## src/rtl/cfp_pkg.sv

```systemverilog
// Shared definitions for the cipher register front-end.
// Assumes a byte-addressed bus with 32-bit registers on word boundaries.
package cfp_pkg;

    typedef enum logic [1:0] {
        ST_IDLE = 2'd0,
        ST_BUSY = 2'd1,
        ST_OUT  = 2'd2
    } blk_state_e;

    localparam int A_IV_HI  = 'h18;
    localparam int A_IV_LO  = 'h1C;
    localparam int A_CTRL   = 'h20;
    localparam int A_LEN    = 'h24;
    localparam int A_DATA0  = 'h28;
    localparam int A_DATA1  = 'h2C;
    localparam int A_REV    = 'h30;
    localparam int A_MASK   = 'h34;
    localparam int A_STAT   = 'h3C;
    localparam int A_IRQEN  = 'h40;

    // Key words sit below 0x14 in pair-swapped descending order.
    function automatic int key_addr(input int idx);
        return 'h14 - 4 * (idx ^ 1);
    endfunction

endpackage

```

## src/rtl/cfp_chain.sv

```systemverilog
// Chaining datapath: XOR with the IV before or after the core, and the next IV.
// Assumes the caller only loads the IV when chaining is enabled.
module cfp_chain #(
    parameter int BLK_W = 64
) (
    input  logic             cbc,
    input  logic             enc,
    input  logic [BLK_W-1:0] iv,
    input  logic [BLK_W-1:0] new_blk,
    input  logic [BLK_W-1:0] held_blk,
    input  logic [BLK_W-1:0] core_out,
    output logic [BLK_W-1:0] pre_blk,
    output logic [BLK_W-1:0] post_blk,
    output logic [BLK_W-1:0] iv_next
);

    // Whitening before the core (encrypt) and after it (decrypt).
    always_comb begin
        pre_blk  = (cbc && enc)  ? (new_blk ^ iv) : new_blk;
        post_blk = (cbc && !enc) ? (core_out ^ iv) : core_out;
        iv_next  = enc ? core_out : held_blk;
    end

endmodule

```

## src/rtl/cfp_fsm.sv

```systemverilog
// Block sequencer: gathers two data words, starts the core, holds the
// result until the low word is read. Assumes core_done arrives once per start.
module cfp_fsm
    import cfp_pkg::*;
#(
    parameter int BLK_W  = 64,
    parameter int ADDR_W = 8
) (
    input  logic                clk,
    input  logic                rst_n,
    input  logic                bus_wr,
    input  logic                bus_rd,
    input  logic [ADDR_W-1:0]   bus_addr,
    input  logic [BLK_W/2-1:0]  bus_wdata,
    input  logic [BLK_W-1:0]    pre_blk,
    input  logic [BLK_W-1:0]    post_blk,
    input  logic                core_done,
    output blk_state_e          state,
    output logic [BLK_W/2-1:0]  w0_q,
    output logic [BLK_W-1:0]    held_blk,
    output logic [BLK_W-1:0]    out_blk,
    output logic [BLK_W-1:0]    core_blk_in,
    output logic                core_start,
    output logic                blk_done,
    output logic                out_taken
);

    localparam int HALF = BLK_W / 2;

    logic wr_lo, wr_hi, rd_hi;

    // Decode the data-port strobes.
    always_comb begin
        wr_lo     = bus_wr && (bus_addr == ADDR_W'(A_DATA0));
        wr_hi     = bus_wr && (bus_addr == ADDR_W'(A_DATA1));
        rd_hi     = bus_rd && (bus_addr == ADDR_W'(A_DATA1));
        blk_done  = (state == ST_BUSY) && core_done;
        out_taken = (state == ST_OUT) && rd_hi;
    end

    // Sequence one block: idle -> core busy -> result waiting -> idle.
    always_ff @(posedge clk) begin
        if (!rst_n) begin
            state       <= ST_IDLE;
            w0_q        <= '0;
            held_blk    <= '0;
            out_blk     <= '0;
            core_blk_in <= '0;
            core_start  <= 1'b0;
        end else begin
            core_start <= 1'b0;
            case (state)
                ST_IDLE: begin
                    if (wr_lo) w0_q <= bus_wdata;
                    if (wr_hi) begin
                        held_blk    <= {w0_q, bus_wdata[HALF-1:0]};
                        core_blk_in <= pre_blk;
                        core_start  <= 1'b1;
                        state       <= ST_BUSY;
                    end
                end
                ST_BUSY: begin
                    if (core_done) begin
                        out_blk <= post_blk;
                        state   <= ST_OUT;
                    end
                end
                ST_OUT: begin
                    if (rd_hi) state <= ST_IDLE;
                end
                default: state <= ST_IDLE;
            endcase
        end
    end

endmodule

```

## src/rtl/cfp_regs.sv

```systemverilog
// Register file: key, IV, control, length, DMA mask, interrupt status and
// enable, and the read mux. Assumes one bus access per cycle.
module cfp_regs
    import cfp_pkg::*;
#(
    parameter int KEY_WORDS = 6,
    parameter int ADDR_W    = 8,
    parameter int BLK_W     = 64,
    parameter int REV_MAJOR = 2,
    parameter int REV_MINOR = 1
) (
    input  logic                        clk,
    input  logic                        rst_n,
    input  logic                        bus_wr,
    input  logic [ADDR_W-1:0]           bus_addr,
    input  logic [31:0]                 bus_wdata,
    input  blk_state_e                  state,
    input  logic [BLK_W-1:0]            out_blk,
    input  logic [BLK_W-1:0]            iv_next,
    input  logic                        blk_done,
    input  logic                        out_taken,
    output logic [KEY_WORDS*32-1:0]     key_flat,
    output logic [BLK_W-1:0]            iv_q,
    output logic                        cbc_q,
    output logic                        triple_q,
    output logic                        enc_q,
    output logic [31:0]                 len_q,
    output logic                        irq,
    output logic                        dma_in_req,
    output logic                        dma_out_req,
    output logic [31:0]                 bus_rdata
);

    localparam int WORD_W = 32;
    localparam int KEY_W  = KEY_WORDS * WORD_W;

    logic       busy, idle, outr;
    logic       wr_iv_hi, wr_iv_lo, wr_ctrl, wr_len, wr_mask, wr_stat, wr_en;
    logic       dma_go_q, dma_in_en_q, dma_out_en_q;
    logic [1:0] stat_q, en_q, stat_nxt;
    logic       in_set;

    // Decode state and write strobes.
    always_comb begin
        busy     = (state == ST_BUSY);
        idle     = (state == ST_IDLE);
        outr     = (state == ST_OUT);
        wr_iv_hi = bus_wr && (bus_addr == ADDR_W'(A_IV_HI));
        wr_iv_lo = bus_wr && (bus_addr == ADDR_W'(A_IV_LO));
        wr_ctrl  = bus_wr && (bus_addr == ADDR_W'(A_CTRL));
        wr_len   = bus_wr && (bus_addr == ADDR_W'(A_LEN));
        wr_mask  = bus_wr && (bus_addr == ADDR_W'(A_MASK));
        wr_stat  = bus_wr && (bus_addr == ADDR_W'(A_STAT));
        wr_en    = bus_wr && (bus_addr == ADDR_W'(A_IRQEN));
        in_set   = out_taken || (wr_len && (bus_wdata != '0) && idle);
    end

    // One register per key word at its swapped address.
    for (genvar g = 0; g < KEY_WORDS; g++) begin : g_key
        localparam logic [ADDR_W-1:0] KADDR = ADDR_W'(key_addr(g));
        logic [WORD_W-1:0] kq;
        // Key word storage, frozen while the core is busy.
        always_ff @(posedge clk) begin
            if (!rst_n) kq <= '0;
            else if (bus_wr && !busy && (bus_addr == KADDR)) kq <= bus_wdata;
        end
        assign key_flat[KEY_W-1-WORD_W*g -: WORD_W] = kq;
    end

    // Chaining value: host writes when not busy, wrapper update on completion.
    always_ff @(posedge clk) begin
        if (!rst_n) begin
            iv_q <= '0;
        end else if (blk_done && cbc_q) begin
            iv_q <= iv_next;
        end else if (!busy) begin
            if (wr_iv_hi) iv_q[BLK_W-1 -: WORD_W] <= bus_wdata;
            if (wr_iv_lo) iv_q[WORD_W-1:0]        <= bus_wdata;
        end
    end

    // Mode bits, frozen while the core is busy.
    always_ff @(posedge clk) begin
        if (!rst_n) begin
            cbc_q    <= 1'b0;
            triple_q <= 1'b0;
            enc_q    <= 1'b0;
        end else if (wr_ctrl && !busy) begin
            cbc_q    <= bus_wdata[4];
            triple_q <= bus_wdata[3];
            enc_q    <= bus_wdata[2];
        end
    end

    // Byte length: host write wins, otherwise count down per block, floor zero.
    always_ff @(posedge clk) begin
        if (!rst_n)        len_q <= '0;
        else if (wr_len)   len_q <= bus_wdata;
        else if (blk_done) len_q <= (len_q >= 32'd8) ? (len_q - 32'd8) : '0;
    end

    // DMA mask and interrupt enable registers.
    always_ff @(posedge clk) begin
        if (!rst_n) begin
            dma_go_q     <= 1'b0;
            dma_in_en_q  <= 1'b0;
            dma_out_en_q <= 1'b0;
            en_q         <= '0;
        end else begin
            if (wr_mask) begin
                dma_go_q     <= bus_wdata[3];
                dma_in_en_q  <= bus_wdata[5];
                dma_out_en_q <= bus_wdata[6];
            end
            if (wr_en) en_q <= bus_wdata[2:1];
        end
    end

    // Status next value: write ANDs, events set with priority.
    always_comb begin
        stat_nxt = stat_q;
        if (wr_stat)  stat_nxt = stat_q & bus_wdata[2:1];
        if (blk_done) stat_nxt[1] = 1'b1;
        if (in_set)   stat_nxt[0] = 1'b1;
    end

    // Status register.
    always_ff @(posedge clk) begin
        if (!rst_n) stat_q <= '0;
        else        stat_q <= stat_nxt;
    end

    // Request outputs.
    always_comb begin
        irq         = |(stat_q & en_q);
        dma_in_req  = dma_go_q && dma_in_en_q && idle && (len_q != '0);
        dma_out_req = dma_go_q && dma_out_en_q && outr;
    end

    // Read mux.
    always_comb begin
        bus_rdata = '0;
        for (int i = 0; i < KEY_WORDS; i++) begin
            if (bus_addr == ADDR_W'(key_addr(i)))
                bus_rdata = key_flat[KEY_W-1-WORD_W*i -: WORD_W];
        end
        if (bus_addr == ADDR_W'(A_IV_HI))      bus_rdata = iv_q[BLK_W-1 -: WORD_W];
        else if (bus_addr == ADDR_W'(A_IV_LO)) bus_rdata = iv_q[WORD_W-1:0];
        else if (bus_addr == ADDR_W'(A_CTRL))
            bus_rdata = {27'd0, cbc_q, triple_q, enc_q, idle, outr};
        else if (bus_addr == ADDR_W'(A_LEN))   bus_rdata = len_q;
        else if (bus_addr == ADDR_W'(A_DATA0)) bus_rdata = out_blk[BLK_W-1 -: WORD_W];
        else if (bus_addr == ADDR_W'(A_DATA1)) bus_rdata = out_blk[WORD_W-1:0];
        else if (bus_addr == ADDR_W'(A_REV))
            bus_rdata = {21'd0, 3'(REV_MAJOR), 2'd0, 6'(REV_MINOR)};
        else if (bus_addr == ADDR_W'(A_MASK))
            bus_rdata = {25'd0, dma_out_en_q, dma_in_en_q, 1'b0, dma_go_q, 3'd0};
        else if (bus_addr == ADDR_W'(A_STAT))  bus_rdata = {29'd0, stat_q, 1'b0};
        else if (bus_addr == ADDR_W'(A_IRQEN)) bus_rdata = {29'd0, en_q, 1'b0};
    end

endmodule

```

## src/rtl/cfp_top.sv

```systemverilog
// Cipher register front-end top: ties the register file, block sequencer
// and chaining datapath together. Assumes an external core with a start/done
// handshake that holds core_blk_out valid while core_done is high.
module cfp_top
    import cfp_pkg::*;
#(
    parameter int KEY_WORDS = 6,
    parameter int ADDR_W    = 8,
    parameter int BLK_W     = 64,
    parameter int REV_MAJOR = 2,
    parameter int REV_MINOR = 1,
    localparam int KEY_W    = KEY_WORDS * 32
) (
    input  logic              clk,
    input  logic              rst_n,
    input  logic              bus_wr,
    input  logic              bus_rd,
    input  logic [ADDR_W-1:0] bus_addr,
    input  logic [31:0]       bus_wdata,
    output logic [31:0]       bus_rdata,
    output logic              irq,
    output logic              dma_in_req,
    output logic              dma_out_req,
    output logic              core_start,
    output logic [BLK_W-1:0]  core_blk_in,
    output logic [KEY_W-1:0]  core_key,
    output logic              core_triple,
    output logic              core_encrypt,
    input  logic              core_done,
    input  logic [BLK_W-1:0]  core_blk_out
);

    blk_state_e         state;
    logic [BLK_W/2-1:0] w0_q;
    logic [BLK_W-1:0]   held_blk, out_blk, pre_blk, post_blk, iv_next, iv_q;
    logic               blk_done, out_taken, cbc_q;
    logic [31:0]        len_q;
    logic               st_busy, st_out;

    // State flags used by the bound checker.
    always_comb begin
        st_busy = (state == ST_BUSY);
        st_out  = (state == ST_OUT);
    end

    cfp_chain #(.BLK_W(BLK_W)) u_chain (
        .cbc      (cbc_q),
        .enc      (core_encrypt),
        .iv       (iv_q),
        .new_blk  ({w0_q, bus_wdata}),
        .held_blk (held_blk),
        .core_out (core_blk_out),
        .pre_blk  (pre_blk),
        .post_blk (post_blk),
        .iv_next  (iv_next)
    );

    cfp_fsm #(.BLK_W(BLK_W), .ADDR_W(ADDR_W)) u_fsm (
        .clk         (clk),
        .rst_n       (rst_n),
        .bus_wr      (bus_wr),
        .bus_rd      (bus_rd),
        .bus_addr    (bus_addr),
        .bus_wdata   (bus_wdata),
        .pre_blk     (pre_blk),
        .post_blk    (post_blk),
        .core_done   (core_done),
        .state       (state),
        .w0_q        (w0_q),
        .held_blk    (held_blk),
        .out_blk     (out_blk),
        .core_blk_in (core_blk_in),
        .core_start  (core_start),
        .blk_done    (blk_done),
        .out_taken   (out_taken)
    );

    cfp_regs #(
        .KEY_WORDS (KEY_WORDS),
        .ADDR_W    (ADDR_W),
        .BLK_W     (BLK_W),
        .REV_MAJOR (REV_MAJOR),
        .REV_MINOR (REV_MINOR)
    ) u_regs (
        .clk         (clk),
        .rst_n       (rst_n),
        .bus_wr      (bus_wr),
        .bus_addr    (bus_addr),
        .bus_wdata   (bus_wdata),
        .state       (state),
        .out_blk     (out_blk),
        .iv_next     (iv_next),
        .blk_done    (blk_done),
        .out_taken   (out_taken),
        .key_flat    (core_key),
        .iv_q        (iv_q),
        .cbc_q       (cbc_q),
        .triple_q    (core_triple),
        .enc_q       (core_encrypt),
        .len_q       (len_q),
        .irq         (irq),
        .dma_in_req  (dma_in_req),
        .dma_out_req (dma_out_req),
        .bus_rdata   (bus_rdata)
    );

endmodule

```

## config.mk

```make
export PLATFORM = sky130hd
export DESIGN_NAME = cfp_top
export DESIGN_NICKNAME = d
export VERILOG_FILES = /design/src/rtl/cfp_pkg.sv /design/src/rtl/cfp_chain.sv /design/src/rtl/cfp_fsm.sv /design/src/rtl/cfp_regs.sv /design/src/rtl/cfp_top.sv
export SDC_FILE = /design/constraint.sdc
export NUM_CORES = 1
export LEC_CHECK = 0
export BUFFER_PORTS_ARGS = -buffer_cell sky130_fd_sc_hd__buf_2
export CAP_MARGIN = 20
export CORE_MARGIN = 10
export CORE_UTILIZATION = 57
export DETAILED_ROUTE_END_ITERATION = 12
export PLACE_DENSITY = 0.78
export SLEW_MARGIN = 20
export SYNTH_ARGS = -nofsm -noshare
export SYNTH_HDL_FRONTEND = slang
export SYNTH_SLANG_ARGS = --single-unit
```

## constraint.sdc

```tcl
create_clock -name clk -period 2.9 [get_ports clk]
set_clock_uncertainty 0.05 [all_clocks]
set_input_delay 0.145 -clock clk [delete_from_list [all_inputs] [get_ports clk]]
set_output_delay 0.145 -clock clk [all_outputs]
set_load 0.005 [all_outputs]
```

# Yosys cells after proc, flatten, opt, wreduce, memory -nomap -nowiden
# Cells that the tools add are included.
# op_classes
n_addsub	1
magnitude_cmp	1
n_eq_ne	21
mux	34
n_bitwise	4
reduce_logical	50
# ops
cell	count
$mux W32	21
$mux W64	5
$xor A64 B64 Y64	2
$reduce_bool A32 Y1	2
$eq A8 B6 Y1 const B	7
$eq A8 B5 Y1 const B	4
$ge A32 B4 Y1 const B	1
$sub A32 B4 Y32 const B	1
$logic_and A1 B1 Y1	30
$eq A8 B4 Y1 const B	2
$reduce_and A2 Y1	6
$reduce_bool A2 Y1	5
$eq A8 B3 Y1 const B	1
$eq A8 B7 Y1 const B	1
$logic_not A8 Y1	1
$mux W2	4
$ne A2 B2 Y1 const B	4
$pmux W2 S3	1
$and A2 B2 Y2	2
$mux W1	3
$reduce_and A3 Y1	1
$eq A2 B1 Y1 const B	1
$eq A2 B2 Y1 const B	1
$logic_not A1 Y1	2
other kinds (3)	3
# word_totals
regBits	525
word_cells	135

# Logic depth before layout (Yosys ltp)
# logic_depth
depth_word	17
ltp_mapped	9

# Modules after synthesis
# From an unflattened synthesis, not the netlist that was laid out.
# hier_totals
cells_unflattened	3357
hier_area_um2	26669.3
# modules_own_cells
mod	instances	cells_each	area_each_um2	seq_area_each_um2
cfp_regs	1	2081	15464.8	5965.7
cfp_fsm	1	921	8306.7	4544.4
cfp_chain	1	355	2897.8	0.0

# Worst setup path before layout
# Ideal clock, no wire load.
# synth_path
path_kind	register -> register
start	register u_regs.len_q[3]
end	register u_regs.len_q[31]
arrival_ns	2.042
setup_slack_ns	0.681
stages_incl_launch_ff	9
n_path_buf	0
period_less_slack_ns	2.219
path_cell_list	dfxtp_1 -> inv_1 -> ha_1 -> nor3b_1 -> nand3_2 -> or4_1 -> nor4_2 -> mux2i_1 -> a21oi_1
# synth_between
elab_chain_len	4
# synth_lines
item	line_no	rtl
from (decl)	cfp_regs.sv:27	output logic [31:0] len_q,
from (signal assigned)	cfp_regs.sv:98	else if (wr_len) len_q <= bus_wdata;
from (signal assigned)	cfp_regs.sv:99	else if (blk_done) len_q <= (len_q >= 32'd8) ? (len_q - 32'd8) : '0;
$sub A32 B4 Y32 / $ge A32 B4 Y1 (equally long branches)	cfp_regs.sv:99	
$mux W32 * (2 in series)	cfp_regs.sv:99	
$mux W32 *	cfp_regs.sv:98	
# Every way passes the cells marked *; elsewhere a longest branch is shown, timed or not. The select of a mux whose other input is x is not followed.
# A chain may end at the register's enable or synchronous reset.

# Final worst setup path
# layout_path
start	input port bus_addr[4]
end	output port bus_rdata[15]
# layout_between
elab_chain_len	17
# layout_lines
item	line_no	rtl
from (decl)	cfp_top.sv:18	input logic [ADDR_W-1:0] bus_addr,
$eq A8 B5 Y1	cfp_regs.sv:144	if (bus_addr == ADDR_W'(key_addr(i)))
$mux W32 (6 in series)	cfp_regs.sv:144	
$mux W32	cfp_regs.sv:159	else if (bus_addr == ADDR_W'(A_IRQEN)) bus_rdata = {29'd0, en_q, 1'b0};
$mux W32	cfp_regs.sv:158	else if (bus_addr == ADDR_W'(A_STAT)) bus_rdata = {29'd0, stat_q, 1'b0};
$mux W32	cfp_regs.sv:156	else if (bus_addr == ADDR_W'(A_MASK))
$mux W32	cfp_regs.sv:154	else if (bus_addr == ADDR_W'(A_REV))
$mux W32	cfp_regs.sv:153	else if (bus_addr == ADDR_W'(A_DATA1)) bus_rdata = out_blk[WORD_W-1:0];
$mux W32	cfp_regs.sv:152	else if (bus_addr == ADDR_W'(A_DATA0)) bus_rdata = out_blk[BLK_W-1 -: WORD_W];
$mux W32	cfp_regs.sv:151	else if (bus_addr == ADDR_W'(A_LEN)) bus_rdata = len_q;
$mux W32	cfp_regs.sv:149	else if (bus_addr == ADDR_W'(A_CTRL))
$mux W32	cfp_regs.sv:148	else if (bus_addr == ADDR_W'(A_IV_LO)) bus_rdata = iv_q[WORD_W-1:0];
$mux W32 *	cfp_regs.sv:147	if (bus_addr == ADDR_W'(A_IV_HI)) bus_rdata = iv_q[BLK_W-1 -: WORD_W];
to (decl)	cfp_top.sv:20	output logic [31:0] bus_rdata,
# Every way passes the cells marked *; elsewhere a longest branch is shown, timed or not.

==> flow_metrics.env <==
export IMPL_fp_dieH_um=230
export IMPL_required_ns=2.71
export IMPL_syn_num_nets=3414
export IMPL_peakVddDrop_uv=467
export IMPL_groute_usage_overall_pct=39.5
export IMPL_synth_top_area_cell="dfxtp_1"
export IMPL_gp_congestion=0.991
export IMPL_setup_viol=0
export IMPL_wl_um=111000
export IMPL_finalCritPeriodShare_pct=98.4
export IMPL_gr_total_overflow=0
export IMPL_synth_edf_count=0
export IMPL_hold_class="input pin to flip-flop"
export IMPL_syn_area_per_cell_sq_um=7.62
export IMPL_drive_above_1_share_pct=17.6
export IMPL_status="finished clean"
export IMPL_synthDistinctLibCells=70
export IMPL_ys_ff_latch=525
export IMPL_synth_mux_area_share_pct=1.55
export IMPL_synth_area_sq_um=25200
export IMPL_io_buffers=402
export IMPL_clkTransAtPathRegs_ns=0.06
export IMPL_synth_simple_gate_area_share_pct=22.3
export IMPL_cts_path_max_buffers=3
export IMPL_synth_fa_ha_area_share_pct=0.0497
export IMPL_cp_slowest_cell="or4_1"
export IMPL_max_freq_mhz=350
export IMPL_p_leak_nw=11.1
export IMPL_crit_type="input pin to output port"
export IMPL_fin_cells=4302
export IMPL_ys_warn_count=0
export IMPL_worst_hold_slack_ns=0.00938
export IMPL_drv_slew=0
export IMPL_worstSetupEndpointType="output port"
export IMPL_cp_arrival_ns=2.66
export IMPL_tritoncts="built"
export IMPL_drc_errors=0
export IMPL_synthFlopType="dfxtp_1"
export IMPL_layout_commonest_cell="nand2_1"
export IMPL_worst_slew_margin_rel_pct=40.5
export IMPL_area_delta_synth_final_pct=21.9
export IMPL_final_area_sq_um=30700
export IMPL_first_pass_iters=6
export IMPL_layout_common_cells="nand2_1, dfxtp_1, buf_2"
export IMPL_r2r_end="u_regs.iv_q[24]"
export IMPL_worstPathMaxFanout=14
export IMPL_post_dp_cell_area_sq_um=27900
export IMPL_reg2reg_depth=6
export IMPL_antenna_left=0
export IMPL_pin_count=403
export IMPL_crit_chain="buf_2, buf_4, or4_1, nor2_4, buf_4, a221oi_1, o22ai_1, o211ai_1, o211ai_1, buf_2"
export IMPL_holdPathStages=3
export IMPL_fp_row_count=76
export IMPL_seq_area_frac_synth_pct=41.7
export IMPL_r2r_start="u_fsm.state[1]"
export IMPL_antenna_found_initial=4
export IMPL_startpoint_type="input pin"
export IMPL_vias_per_cell=6.50
export IMPL_grt_pass1_wl_um=164000
export IMPL_powerDensity_nw_per_um2=503
export IMPL_worst_pin_slew_ns=0.892
export IMPL_async_flop_share_pct=0
export IMPL_dr_first_iter_drc_count=4529
export IMPL_ys_top_cells_by_area="dfxtp_1, nand2_1, a21oi_1"
export IMPL_synth_top_area_share_pct=41.7
export IMPL_cap_violations=0
export IMPL_cts_made_buffers=54
export IMPL_grt_setup_unrepaired="false"
export IMPL_cts_root_buf="clkbuf_16"
export IMPL_vias=28000
export IMPL_numClockSinks=525
export IMPL_layout_nets=3780
export IMPL_core_area_sq_um=43400
export IMPL_start_util_pct=58.1
export IMPL_htree_levels=2
export IMPL_die_area_sq_um=53000
export IMPL_whs_endpoint="u_regs.iv_q[55]"
export IMPL_synth_top_family_by_area="compound AO/OA/AOI/OAI gates"
export IMPL_detail_route_wl_per_cell_um=25.9
export IMPL_insertion_delay_ns=0.61
export IMPL_max_stage_delay_ns=0.63
export IMPL_r2r_slack_ns=0.50
export IMPL_syn_inst=3304
export IMPL_dp_cells=4102
export IMPL_grt_max_degree=116
export IMPL_period_minus_slack_ns=2.85
export IMPL_grt_pass1_vias=26300
export IMPL_finalHoldViolCount=0
export IMPL_synth_compound_area_share_pct=24.3
export IMPL_die_width_um=230
export IMPL_worstHoldStart="core_blk_out[55]"
export IMPL_dp_hpwl_um=76200
export IMPL_tns_ns=0
export IMPL_synthXorXnorAreaFrac_pct=4.83
[flip-flops by register name, summed over array words and instances (netlist names)]
signal,count
u_regs.g_key.kq,192
u_fsm.held_blk,64
u_regs.enc_q,1
u_regs.iv_q,64
u_fsm.core_blk_in,64
u_regs.en_q,2
u_regs.dma_go_q,1
u_regs.dma_in_en_q,1
u_regs.cbc_q,1
u_fsm.out_blk,64
u_regs.triple_q,1
u_fsm.core_start,1
u_regs.len_q,32
u_regs.stat_q,2
u_fsm.w0_q,32
u_fsm.state,2
u_regs.dma_out_en_q,1
[worst max path at each step]
| stage | from | endpoint | slack, ns |
|---|---|---|---|
| detailed placement | bus_addr[4] | bus_rdata[9] | 0.03 |
| global route | bus_addr[4] | bus_rdata[15] | 0.01 |
| CTS | bus_addr[4] | bus_rdata[9] | 0.02 |
| global placement | bus_addr[4] | bus_rdata[27] | 0.02 |
| finish | bus_addr[4] | bus_rdata[15] | 0.05 |
| floorplan | u_regs.len_q[3] | u_regs.len_q[31] | 0.68 |
[logic make-up after synthesis]
| logic type | count (synthesis) |
|---|---|
| xor+xnor | 139 |
| mux | 39 |
| compound gates | 952 |
| simple gates | 1332 |
| buf+inv | 316 |
| fa+ha+maj | 1 |
| flops | 525 |
[Yosys cell counts, drive strengths merged, types with 25 or more instances]
master  count
nand2     911
dfxtp     525
a21oi     370
nor2      232
clkbuf    217
a211oi    176
xor2      136
o21ai      94
buf        91
nor2b      51
a311oi     47
nand3      43
o211ai     43
a221oi     42
a22oi      39
mux2i      38
o22ai      29
o221ai     25
[through the flow]
stage,total power [mW],setup slack [ns],utilization [%]
finish,15.4,0.0465,70.8
global route,15.7,0.00990,70.8
CTS,15.4,0.0200,70.8
detailed placement,8.18,0.0324,64.3
global placement,8.17,0.0243,64.3
floorplan,7.78,0.681,-
[area by class of cell]
class / instances / area [sq um]
clock buffers: 81 / 1660
repair buffers: 618 / 4110
flip-flops and latches: 525 / 10500
multi-input cells: 2463 / 13500
clock inverters: 20 / 186
fillers: 3400 / 12700
inverters: 8 / 37.5
well taps: 585 / 732
diodes: 2 / 5.00
[worst max-delay path, delay by kind of cell]
family | cells | cell delay [ns]
buffers and inverters | 4 | 0.73
AO/OA/AOI/OAI | 4 | 0.73
AND/OR/NAND/NOR | 2 | 1.01
[timing repair]
action,4_1_cts,5_1_grt
hold buffers,97,0
cloned,0,0
setup buffers,0,0
resized for setup,1,1
hold endpoints to repair,404,0
setup endpoints to repair,1,11
[metal layers]
layer	vias to the layer above	share of wire (%)	track usage, %
li1	12200	-	-
met1	13200	39	52.3
met2	2217	43	59.5
met3	311	14	11.6
met4	4	3.7	15.1
met5	-	0.016	0
[report_power, final]
part	internal [mW]	total, mW	switching [mW]
clock network	4.21	7.27	3.06
logic	0.294	0.945	0.651
registers	7.22	7.23	0.00966
total	11.7	15.4	3.72
No activity file was read; power rests on OpenSTA's default activity.
